### config.mk
export PLATFORM = sky130hd
export DESIGN_NAME = spi_flash_cmd_engine
export DESIGN_NICKNAME = d
export VERILOG_FILES = /design/src/rtl/spi_eng_pkg.sv /design/src/rtl/spi_eng_div.sv /design/src/rtl/spi_eng_regs.sv /design/src/rtl/spi_eng_seq.sv /design/src/rtl/spi_flash_cmd_engine.sv
export SDC_FILE = /design/constraint.sdc
export NUM_CORES = 1
export LEC_CHECK = 0
export ABC_AREA = 1
export BUFFER_PORTS_ARGS = -buffer_cell sky130_fd_sc_hd__buf_2
export CAP_MARGIN = 10
export CORE_UTILIZATION = 50
export CTS_CLUSTER_SIZE = 30
export DETAILED_ROUTE_END_ITERATION = 16
export GPL_TIMING_DRIVEN = 0
export PLACE_DENSITY = 0.69
export SYNTH_ARGS = -nofsm -noshare
export SYNTH_HDL_FRONTEND = slang
export SYNTH_SLANG_ARGS = --single-unit
export TNS_END_PERCENT = 100
### constraint.sdc
create_clock -name clk -period 14.8 [get_ports clk]
set_input_delay 2.96 -clock clk [delete_from_list [all_inputs] [get_ports clk]]
set_output_delay 2.96 -clock clk [all_outputs]
set_load 0.01 [all_outputs]
### src/rtl/spi_eng_pkg.sv
package spi_eng_pkg;
  localparam int unsigned WORD_W      = 32;
  localparam int unsigned CTRL_RX_LSB = 8;
  localparam int unsigned CTRL_GO_BIT = 16;

  typedef enum logic [1:0] {
    SEL_CMD  = 2'd0,
    SEL_DATA = 2'd1,
    SEL_CTRL = 2'd2,
    SEL_NONE = 2'd3
  } reg_sel_e;

  typedef enum logic [1:0] {
    ST_IDLE  = 2'd0,
    ST_LEAD  = 2'd1,
    ST_SHIFT = 2'd2,
    ST_TRAIL = 2'd3
  } seq_state_e;
endpackage

### src/rtl/spi_eng_div.sv
module spi_eng_div #(
  parameter  int unsigned HALF_DIV = 2,
  localparam int unsigned CW       = $clog2(HALF_DIV) + 1
) (
  input  logic clk,
  input  logic rst_n,
  input  logic run,
  output logic tick
);
  localparam logic [CW-1:0] LAST = CW'(HALF_DIV - 1);

  logic [CW-1:0] cnt_q, cnt_d;

  always_comb begin
    cnt_d = cnt_q;
    if (!run)               cnt_d = '0;
    else if (cnt_q == LAST) cnt_d = '0;
    else                    cnt_d = cnt_q + 1'b1;
  end

  assign tick = run && (cnt_q == LAST);

  always_ff @(posedge clk or negedge rst_n) begin
    if (!rst_n) cnt_q <= '0;
    else        cnt_q <= cnt_d;
  end

  // half periods are at least two clocks apart
  a_r5_tick_spacing: assert property (@(posedge clk) disable iff (!rst_n)
    tick |=> !tick);
endmodule

### src/rtl/spi_eng_regs.sv
module spi_eng_regs #(
  parameter  int unsigned CMD_BYTES  = 4,
  parameter  int unsigned DATA_BYTES = 4,
  localparam int unsigned CMD_W      = 8 * CMD_BYTES,
  localparam int unsigned DATA_W     = 8 * DATA_BYTES,
  localparam int unsigned IDX_W      = $clog2(DATA_BYTES)
) (
  input  logic              clk,
  input  logic              rst_n,
  input  logic              busy,
  input  logic              wr_cmd,
  input  logic              wr_data,
  input  logic [31:0]       wdata,
  input  logic              rx_vld,
  input  logic [IDX_W-1:0]  rx_idx,
  input  logic [7:0]        rx_byte,
  output logic [CMD_W-1:0]  cmd_q,
  output logic [DATA_W-1:0] data_q
);
  logic [CMD_W-1:0]  cmd_d;
  logic [DATA_W-1:0] data_d;
  logic              cmd_en, data_en;

  assign cmd_en  = wr_cmd  && !busy;
  assign data_en = wr_data && !busy;

  always_comb begin
    cmd_d = cmd_q;
    if (cmd_en) cmd_d = wdata[CMD_W-1:0];
  end

  for (genvar g = 0; g < DATA_BYTES; g++) begin : g_byte
    always_comb begin
      data_d[8*g +: 8] = data_q[8*g +: 8];
      if (data_en)
        data_d[8*g +: 8] = wdata[8*g +: 8];
      else if (rx_vld && (rx_idx == IDX_W'(g)))
        data_d[8*g +: 8] = rx_byte;
    end
  end

  always_ff @(posedge clk or negedge rst_n) begin
    if (!rst_n) begin
      cmd_q  <= '0;
      data_q <= '0;
    end else begin
      cmd_q  <= cmd_d;
      data_q <= data_d;
    end
  end

  // command word frozen during a transfer
  a_r9_cmd_frozen: assert property (@(posedge clk) disable iff (!rst_n)
    busy |=> $stable(cmd_q));
  // data word only moves by received bytes during a transfer
  a_r9_data_frozen: assert property (@(posedge clk) disable iff (!rst_n)
    (busy && !rx_vld) |=> $stable(data_q));
endmodule

### src/rtl/spi_eng_seq.sv
module spi_eng_seq
  import spi_eng_pkg::*;
#(
  parameter  int unsigned CMD_BYTES  = 4,
  parameter  int unsigned DATA_BYTES = 4,
  localparam int unsigned TX_MAX     = CMD_BYTES + DATA_BYTES,
  localparam int unsigned TXC_W      = $clog2(TX_MAX + 1),
  localparam int unsigned RXC_W      = $clog2(DATA_BYTES + 1),
  localparam int unsigned IDX_W      = $clog2(DATA_BYTES),
  localparam int unsigned FRAME_W    = 8 * TX_MAX
) (
  input  logic               clk,
  input  logic               rst_n,
  input  logic               go,
  input  logic [TXC_W-1:0]   tx_req,
  input  logic [RXC_W-1:0]   rx_req,
  input  logic [FRAME_W-1:0] frame,
  input  logic               tick,
  input  logic               miso,
  output logic               busy,
  output logic               done,
  output logic               cs_n,
  output logic               sclk,
  output logic               mosi,
  output logic               rx_vld,
  output logic [IDX_W-1:0]   rx_idx,
  output logic [7:0]         rx_byte
);
  localparam int unsigned BIT_W = $clog2(8 * (TX_MAX + DATA_BYTES));
  localparam int unsigned EXT_W = 1 << BIT_W;

  seq_state_e         state_q, state_d;
  logic [BIT_W-1:0]   bidx_q, bidx_d, last_q, last_d, txb_q, txb_d;
  logic [FRAME_W-1:0] frame_q, frame_d;
  logic               cs_n_q, cs_n_d, sclk_q, sclk_d, mosi_q, mosi_d;
  logic               done_q, done_d, rxv_q, rxv_d;
  logic [6:0]         rsh_q, rsh_d;
  logic [IDX_W-1:0]   ridx_q, ridx_d;
  logic [7:0]         rbyte_q, rbyte_d;

  logic [TXC_W-1:0]   tx_eff;
  logic [RXC_W-1:0]   rx_eff;
  logic               launch, rise_ev, fall_ev, in_rx;
  logic [BIT_W-1:0]   bidx_nx, nx_pos, rx_off;
  logic [EXT_W-1:0]   frame_ext;
  logic               nx_mosi;

  assign tx_eff  = (tx_req > TXC_W'(TX_MAX))     ? TXC_W'(TX_MAX)     : tx_req;
  assign rx_eff  = (rx_req > RXC_W'(DATA_BYTES)) ? RXC_W'(DATA_BYTES) : rx_req;
  assign launch  = (state_q == ST_IDLE) && go && (tx_req != '0);
  assign rise_ev = tick && ((state_q == ST_LEAD) || ((state_q == ST_SHIFT) && !sclk_q));
  assign fall_ev = tick && (state_q == ST_SHIFT) && sclk_q;

  assign frame_ext = {{(EXT_W - FRAME_W){1'b0}}, frame_q};
  assign bidx_nx   = bidx_q + 1'b1;
  assign nx_pos    = {bidx_nx[BIT_W-1:3], ~bidx_nx[2:0]};
  assign nx_mosi   = (bidx_nx < txb_q) ? frame_ext[nx_pos] : 1'b0;
  assign in_rx     = (bidx_q >= txb_q);
  assign rx_off    = bidx_q - txb_q;

  always_comb begin
    state_d = state_q;
    bidx_d  = bidx_q;
    last_d  = last_q;
    txb_d   = txb_q;
    frame_d = frame_q;
    cs_n_d  = cs_n_q;
    sclk_d  = sclk_q;
    mosi_d  = mosi_q;
    rsh_d   = rsh_q;
    ridx_d  = ridx_q;
    rbyte_d = rbyte_q;
    done_d  = 1'b0;
    rxv_d   = 1'b0;

    if (launch) begin
      state_d = ST_LEAD;
      cs_n_d  = 1'b0;
      sclk_d  = 1'b0;
      bidx_d  = '0;
      frame_d = frame;
      txb_d   = BIT_W'({tx_eff, 3'b000});
      last_d  = BIT_W'({tx_eff, 3'b000}) + BIT_W'({rx_eff, 3'b000}) - BIT_W'(1);
      mosi_d  = frame[7];
    end else if (rise_ev) begin
      state_d = ST_SHIFT;
      sclk_d  = 1'b1;
      if (in_rx) begin
        rsh_d = {rsh_q[5:0], miso};
        if (bidx_q[2:0] == 3'd7) begin
          rxv_d   = 1'b1;
          rbyte_d = {rsh_q, miso};
          ridx_d  = IDX_W'(rx_off >> 3);
        end
      end
    end else if (fall_ev) begin
      sclk_d = 1'b0;
      if (bidx_q == last_q) begin
        state_d = ST_TRAIL;
        mosi_d  = 1'b0;
      end else begin
        bidx_d = bidx_nx;
        mosi_d = nx_mosi;
      end
    end else if (tick && (state_q == ST_TRAIL)) begin
      state_d = ST_IDLE;
      cs_n_d  = 1'b1;
      done_d  = 1'b1;
    end
  end

  always_ff @(posedge clk or negedge rst_n) begin
    if (!rst_n) begin
      state_q <= ST_IDLE;
      bidx_q  <= '0;
      last_q  <= '0;
      txb_q   <= '0;
      frame_q <= '0;
      cs_n_q  <= 1'b1;
      sclk_q  <= 1'b0;
      mosi_q  <= 1'b0;
      done_q  <= 1'b0;
      rxv_q   <= 1'b0;
      rsh_q   <= '0;
      ridx_q  <= '0;
      rbyte_q <= '0;
    end else begin
      state_q <= state_d;
      bidx_q  <= bidx_d;
      last_q  <= last_d;
      txb_q   <= txb_d;
      frame_q <= frame_d;
      cs_n_q  <= cs_n_d;
      sclk_q  <= sclk_d;
      mosi_q  <= mosi_d;
      done_q  <= done_d;
      rxv_q   <= rxv_d;
      rsh_q   <= rsh_d;
      ridx_q  <= ridx_d;
      rbyte_q <= rbyte_d;
    end
  end

  assign busy    = (state_q != ST_IDLE);
  assign done    = done_q;
  assign cs_n    = cs_n_q;
  assign sclk    = sclk_q;
  assign mosi    = mosi_q;
  assign rx_vld  = rxv_q;
  assign rx_idx  = ridx_q;
  assign rx_byte = rbyte_q;

  // chip select high whenever the sequencer is idle
  a_r6_cs_idle: assert property (@(posedge clk) disable iff (!rst_n)
    (state_q == ST_IDLE) |-> cs_n_q);
  // SCLK pulses only inside the chip select window
  a_r5_sclk_framed: assert property (@(posedge clk) disable iff (!rst_n)
    sclk_q |-> !cs_n_q);
  // MOSI holds while SCLK is high
  a_r5_mosi_hold: assert property (@(posedge clk) disable iff (!rst_n)
    sclk_q |-> $stable(mosi_q));
  // done lasts one cycle
  a_r8_done_pulse: assert property (@(posedge clk) disable iff (!rst_n)
    done_q |=> !done_q);
  // done closes a busy window
  a_r8_done_ends_busy: assert property (@(posedge clk) disable iff (!rst_n)
    done_q |-> (!busy && $past(busy)));
  // a zero transmit count never launches
  a_r3_zero_tx: assert property (@(posedge clk) disable iff (!rst_n)
    ((state_q == ST_IDLE) && go && (tx_req == '0)) |=> (state_q == ST_IDLE));
endmodule

### src/rtl/spi_flash_cmd_engine.sv
module spi_flash_cmd_engine
  import spi_eng_pkg::*;
#(
  parameter  int unsigned HALF_DIV   = 2,
  parameter  int unsigned CMD_BYTES  = 4,
  parameter  int unsigned DATA_BYTES = 4,
  localparam int unsigned DATA_W     = 8 * DATA_BYTES
) (
  input  logic              clk,
  input  logic              rst_n,
  input  logic              reg_wr,
  input  logic [1:0]        reg_sel,
  input  logic [31:0]       reg_wdata,
  output logic [DATA_W-1:0] data_q,
  output logic              busy,
  output logic              done,
  output logic              spi_cs_n,
  output logic              spi_sclk,
  output logic              spi_mosi,
  input  logic              spi_miso
);
  localparam int unsigned TX_MAX = CMD_BYTES + DATA_BYTES;
  localparam int unsigned TXC_W  = $clog2(TX_MAX + 1);
  localparam int unsigned RXC_W  = $clog2(DATA_BYTES + 1);
  localparam int unsigned IDX_W  = $clog2(DATA_BYTES);
  localparam int unsigned CMD_W  = 8 * CMD_BYTES;

  logic [1:0]        rst_pipe;
  logic              rst_int_n;
  logic              wr_cmd, wr_data, go, tick, rx_vld;
  logic [IDX_W-1:0]  rx_idx;
  logic [7:0]        rx_byte;
  logic [CMD_W-1:0]  cmd_w;
  logic [DATA_W-1:0] data_w;

  always_ff @(posedge clk or negedge rst_n) begin
    if (!rst_n) rst_pipe <= 2'b00;
    else        rst_pipe <= {rst_pipe[0], 1'b1};
  end
  assign rst_int_n = rst_pipe[1];

  assign wr_cmd  = reg_wr && (reg_sel == SEL_CMD);
  assign wr_data = reg_wr && (reg_sel == SEL_DATA);
  assign go      = reg_wr && (reg_sel == SEL_CTRL) && reg_wdata[CTRL_GO_BIT];

  spi_eng_regs #(.CMD_BYTES(CMD_BYTES), .DATA_BYTES(DATA_BYTES)) u_regs (
    .clk     (clk),
    .rst_n   (rst_int_n),
    .busy    (busy),
    .wr_cmd  (wr_cmd),
    .wr_data (wr_data),
    .wdata   (reg_wdata),
    .rx_vld  (rx_vld),
    .rx_idx  (rx_idx),
    .rx_byte (rx_byte),
    .cmd_q   (cmd_w),
    .data_q  (data_w)
  );

  spi_eng_div #(.HALF_DIV(HALF_DIV)) u_div (
    .clk   (clk),
    .rst_n (rst_int_n),
    .run   (busy),
    .tick  (tick)
  );

  spi_eng_seq #(.CMD_BYTES(CMD_BYTES), .DATA_BYTES(DATA_BYTES)) u_seq (
    .clk     (clk),
    .rst_n   (rst_int_n),
    .go      (go),
    .tx_req  (reg_wdata[TXC_W-1:0]),
    .rx_req  (reg_wdata[CTRL_RX_LSB +: RXC_W]),
    .frame   ({data_w, cmd_w}),
    .tick    (tick),
    .miso    (spi_miso),
    .busy    (busy),
    .done    (done),
    .cs_n    (spi_cs_n),
    .sclk    (spi_sclk),
    .mosi    (spi_mosi),
    .rx_vld  (rx_vld),
    .rx_idx  (rx_idx),
    .rx_byte (rx_byte)
  );

  assign data_q = data_w;

  // a launch drops chip select on the next edge
  a_r2_launch: assert property (@(posedge clk) disable iff (!rst_int_n)
    (go && !busy && (reg_wdata[TXC_W-1:0] != '0)) |=> (busy && !spi_cs_n));
endmodule

==> flow_summary.toml <==
[worst_setup_path]
path_depth = 10
cp_max_fo = 5
cp-startpoint = "reg_wdata[3]"
critical-path-slowest-cell = "fa_1"
startpoint_type = "input pin"
r2r_start = "u_seq.bidx_q[0]"
critPathRequiredTime_ns = 15.11
path_delay_family = "adder cells"
worst-setup-path-type = "in -> reg"
cp.arrival_ns = 4.63
cp.buffers_inverters = 4
r2r.worst_path.cells = 15
path_common_cell = "inv_1"
crit_path_max_incr_delay_ns = 0.37
end_kind = "register"
r2r_slack_ns = 11.77
crit_chain = "buf_2 -> inv_1 -> nand2_1 -> ha_1 -> inv_1 -> ha_1 -> inv_1 -> fa_1 -> xnor2_1 -> o21ai_0"

[yosys]
ys_types = 35
synth_top_area_cell = "dfrtp_1"
synth_warnings = 0
synth_nets = 999
synth.cell_area_mm2 = 0.00794
synth_top_area_share_pct = 53.9
ys_ff_latch = 172
synth.avg_cell_area_um2 = 8.40
synthTopCellsByArea = "dfrtp_1 (54%), nand2_1 (13%), o21ai_0 (6.9%), inv_1 (6.7%), nand3_1 (4.3%)"
syn-instance-count = 945
ys_seq_area_share_pct = 54.2

[clock_tree]
clockBufferDepth = 2
cts_resized = 0
post_cts_buffers = 0
htree_levels = 4
root_buffer = "clkbuf_16"
cts.sinks = 172
clk_transition_reported_paths_ns = 0.06
cts_inserted_buffers = 17
cts_tree = "yes"
cts-hold-fix-buffers = 0
clkLatencyLatePin_ns = 0.43

[finish]
multi_input_area_mm2 = 0.00289
fin_util_pct = 59.5
area_growth_pct = 15.2
layout_commonest_cell = "nand2_1"
diodes = 0
final_cells = 1262
drive_gt1_share_pct = 13.5
finish.net_count = 1094
ff_latch_area_mm2 = 0.00431
final_cell_mix = "nand2_1 (280), dfrtp_1 (170), inv_1 (142), o21ai_0 (109), buf_2 (89)"
fillerInstances = 1402
final_area_mm2 = 0.00915

[sta]
finalHoldViolCount = 0
finClkSkew_ns = 0.00758
clock.fmax_mhz = 231
fin_crit_sh_pct = 29.2
rsz0062_at_grt = "false"
slew_viol_final = 0
slew_headroom_pct = 53.1
worst_pin_slew_ns = 0.704
setup_ws_ns = 10.48
tns_ns = 0
fin_hold_ws_ns = 0.315
setup_viol = 0
min_period_ns = 4.32

[power]
seq_power_share_pct = 41.1
total_power_mw = 1.57
clkPwrFrac_pct = 25.4
ir_drop_mv = 0.106
p_comb_share_pct = 33.4
p_leak_nw = 4.70
power.net_switching_mw = 0.597
power_density_mw_per_mm2 = 172
internal_power_mw = 0.972
swShare_pct = 38.0

[global_routing]
grt_pass1_vias = 6299
grtUsageTotal_pct = 29.6
antenna_found_initial = 0
overflow = 0
grt_pass1_wl_um = 35500
grt_max_degree = 68

[drt]
drc_errors = 0
final_antenna_net_count = 0
drtIter0Drc = 696
via_count = 6697
first_pass_iters = 7
wl_per_cell_um = 17.9
routed_wl_um = 22600
viasPerCell = 5.31

[status]
status = "finished, final reports clean"

[placed_design]
dpl.hpwl_um = 16200
portBuffers = 74
place_area_mm2 = 0.00863
preCtsSetupSlack_ns = 10.02
place_congestion = 0.881
dp_cells = 1232

[floorplan]
boundaryPins = 75
die_w_um = 128
start_util_pct = 51.7
core_region_area_mm2 = 0.0154
dieHeight_um = 128
rows = 45
die_area_mm2 = 0.0164

[run]
maxCapViolCount = 0

[hold_path]
hp-class = "reg -> async"
[cell type report]
cell class                 instances  share of cell area [%]
clock buffer                      23                    5.12
sequential                       172                    47.1
multi-input combinational        586                    31.5
clock inverter                     7                   0.479
inverter                         148                    6.07
buffer                            39                    2.13
timing repair buffer              76                    4.65
tap                              211                    2.89
[flip-flops by register name (all words and copies together) (netlist names)]
register and cells:
rst_pipe 2, u_div.cnt_q 2, u_regs.cmd_q 32, u_regs.data_q 32, u_seq.bidx_q 7, u_seq.cs_n 1
u_seq.done 1, u_seq.frame_q 64, u_seq.last_q 5, u_seq.mosi 1, u_seq.rsh_q 7, u_seq.rx_byte 8
u_seq.rx_idx 2, u_seq.rx_vld 1, u_seq.sclk 1, u_seq.state_q 2, u_seq.txb_q 4
[path summary, 6_finish.rpt]
path,endpoint
min,u_regs.cmd_q[28]
max reg2reg,u_seq.mosi
min in group clk,rst_pipe[1]
max in group asynchronous,rst_pipe[1]
max,u_seq.last_q[6]
min reg2reg,u_regs.cmd_q[28]
[power by group through the flow]
| stage | combinational [mW] | sequential, mW | clock, mW |
|---|---|---|---|
| floorplan | 0.325 | 0.652 | 0 |
| global placement | 0.494 | 0.657 | 0 |
| detailed placement | 0.512 | 0.651 | 0 |
| CTS | 0.516 | 0.644 | 0.402 |
| global route | 0.580 | 0.657 | 0.423 |
| finish | 0.525 | 0.646 | 0.399 |
[routing by layer]
metal	vias to the layer above	track usage, %	wire, um
met4	0	8.72	404
met2	250	44.3	10100
li1	3191	-	-
met5	-	0	0
met3	33	7.30	1780
met1	3223	42.7	10300
[cell usage after synthesis (all sizes together)]
| library cell | number |
|---|---|
| inv | 147 |
| o22ai | 4 |
| fa | 2 |
| nor2 | 33 |
| nor4 | 1 |
| ha | 14 |
| conb | 1 |
| a21boi | 1 |
| o221ai | 12 |
| xor2 | 6 |
| dfrtp | 171 |
| o211ai | 22 |
| o21ai | 116 |
| nor3 | 6 |
| nand4 | 5 |
| nand3 | 71 |
| clkbuf | 18 |
| dfstp | 1 |
| nand2 | 282 |
| a31o | 1 |
| clkinv | 1 |
| buf | 21 |
| xnor2 | 2 |
| a21oi | 7 |
[cell families (layout without fill, tap and decap cells)]
| group | after synthesis | count (layout) | synth area share, % |
|---|---|---|---|
| fa+ha+maj | 16 | 16 | 2.71 |
| xor+xnor | 8 | 8 | 0.882 |
| buf+inv | 187 | 293 | 9.45 |
| simple gates | 398 | 398 | 21.0 |
| flops | 172 | 172 | 54.2 |
| compound gates | 163 | 163 | 11.7 |
| other cells | 1 | 1 | 0.0472 |
(Power assumes the default switching activity.)
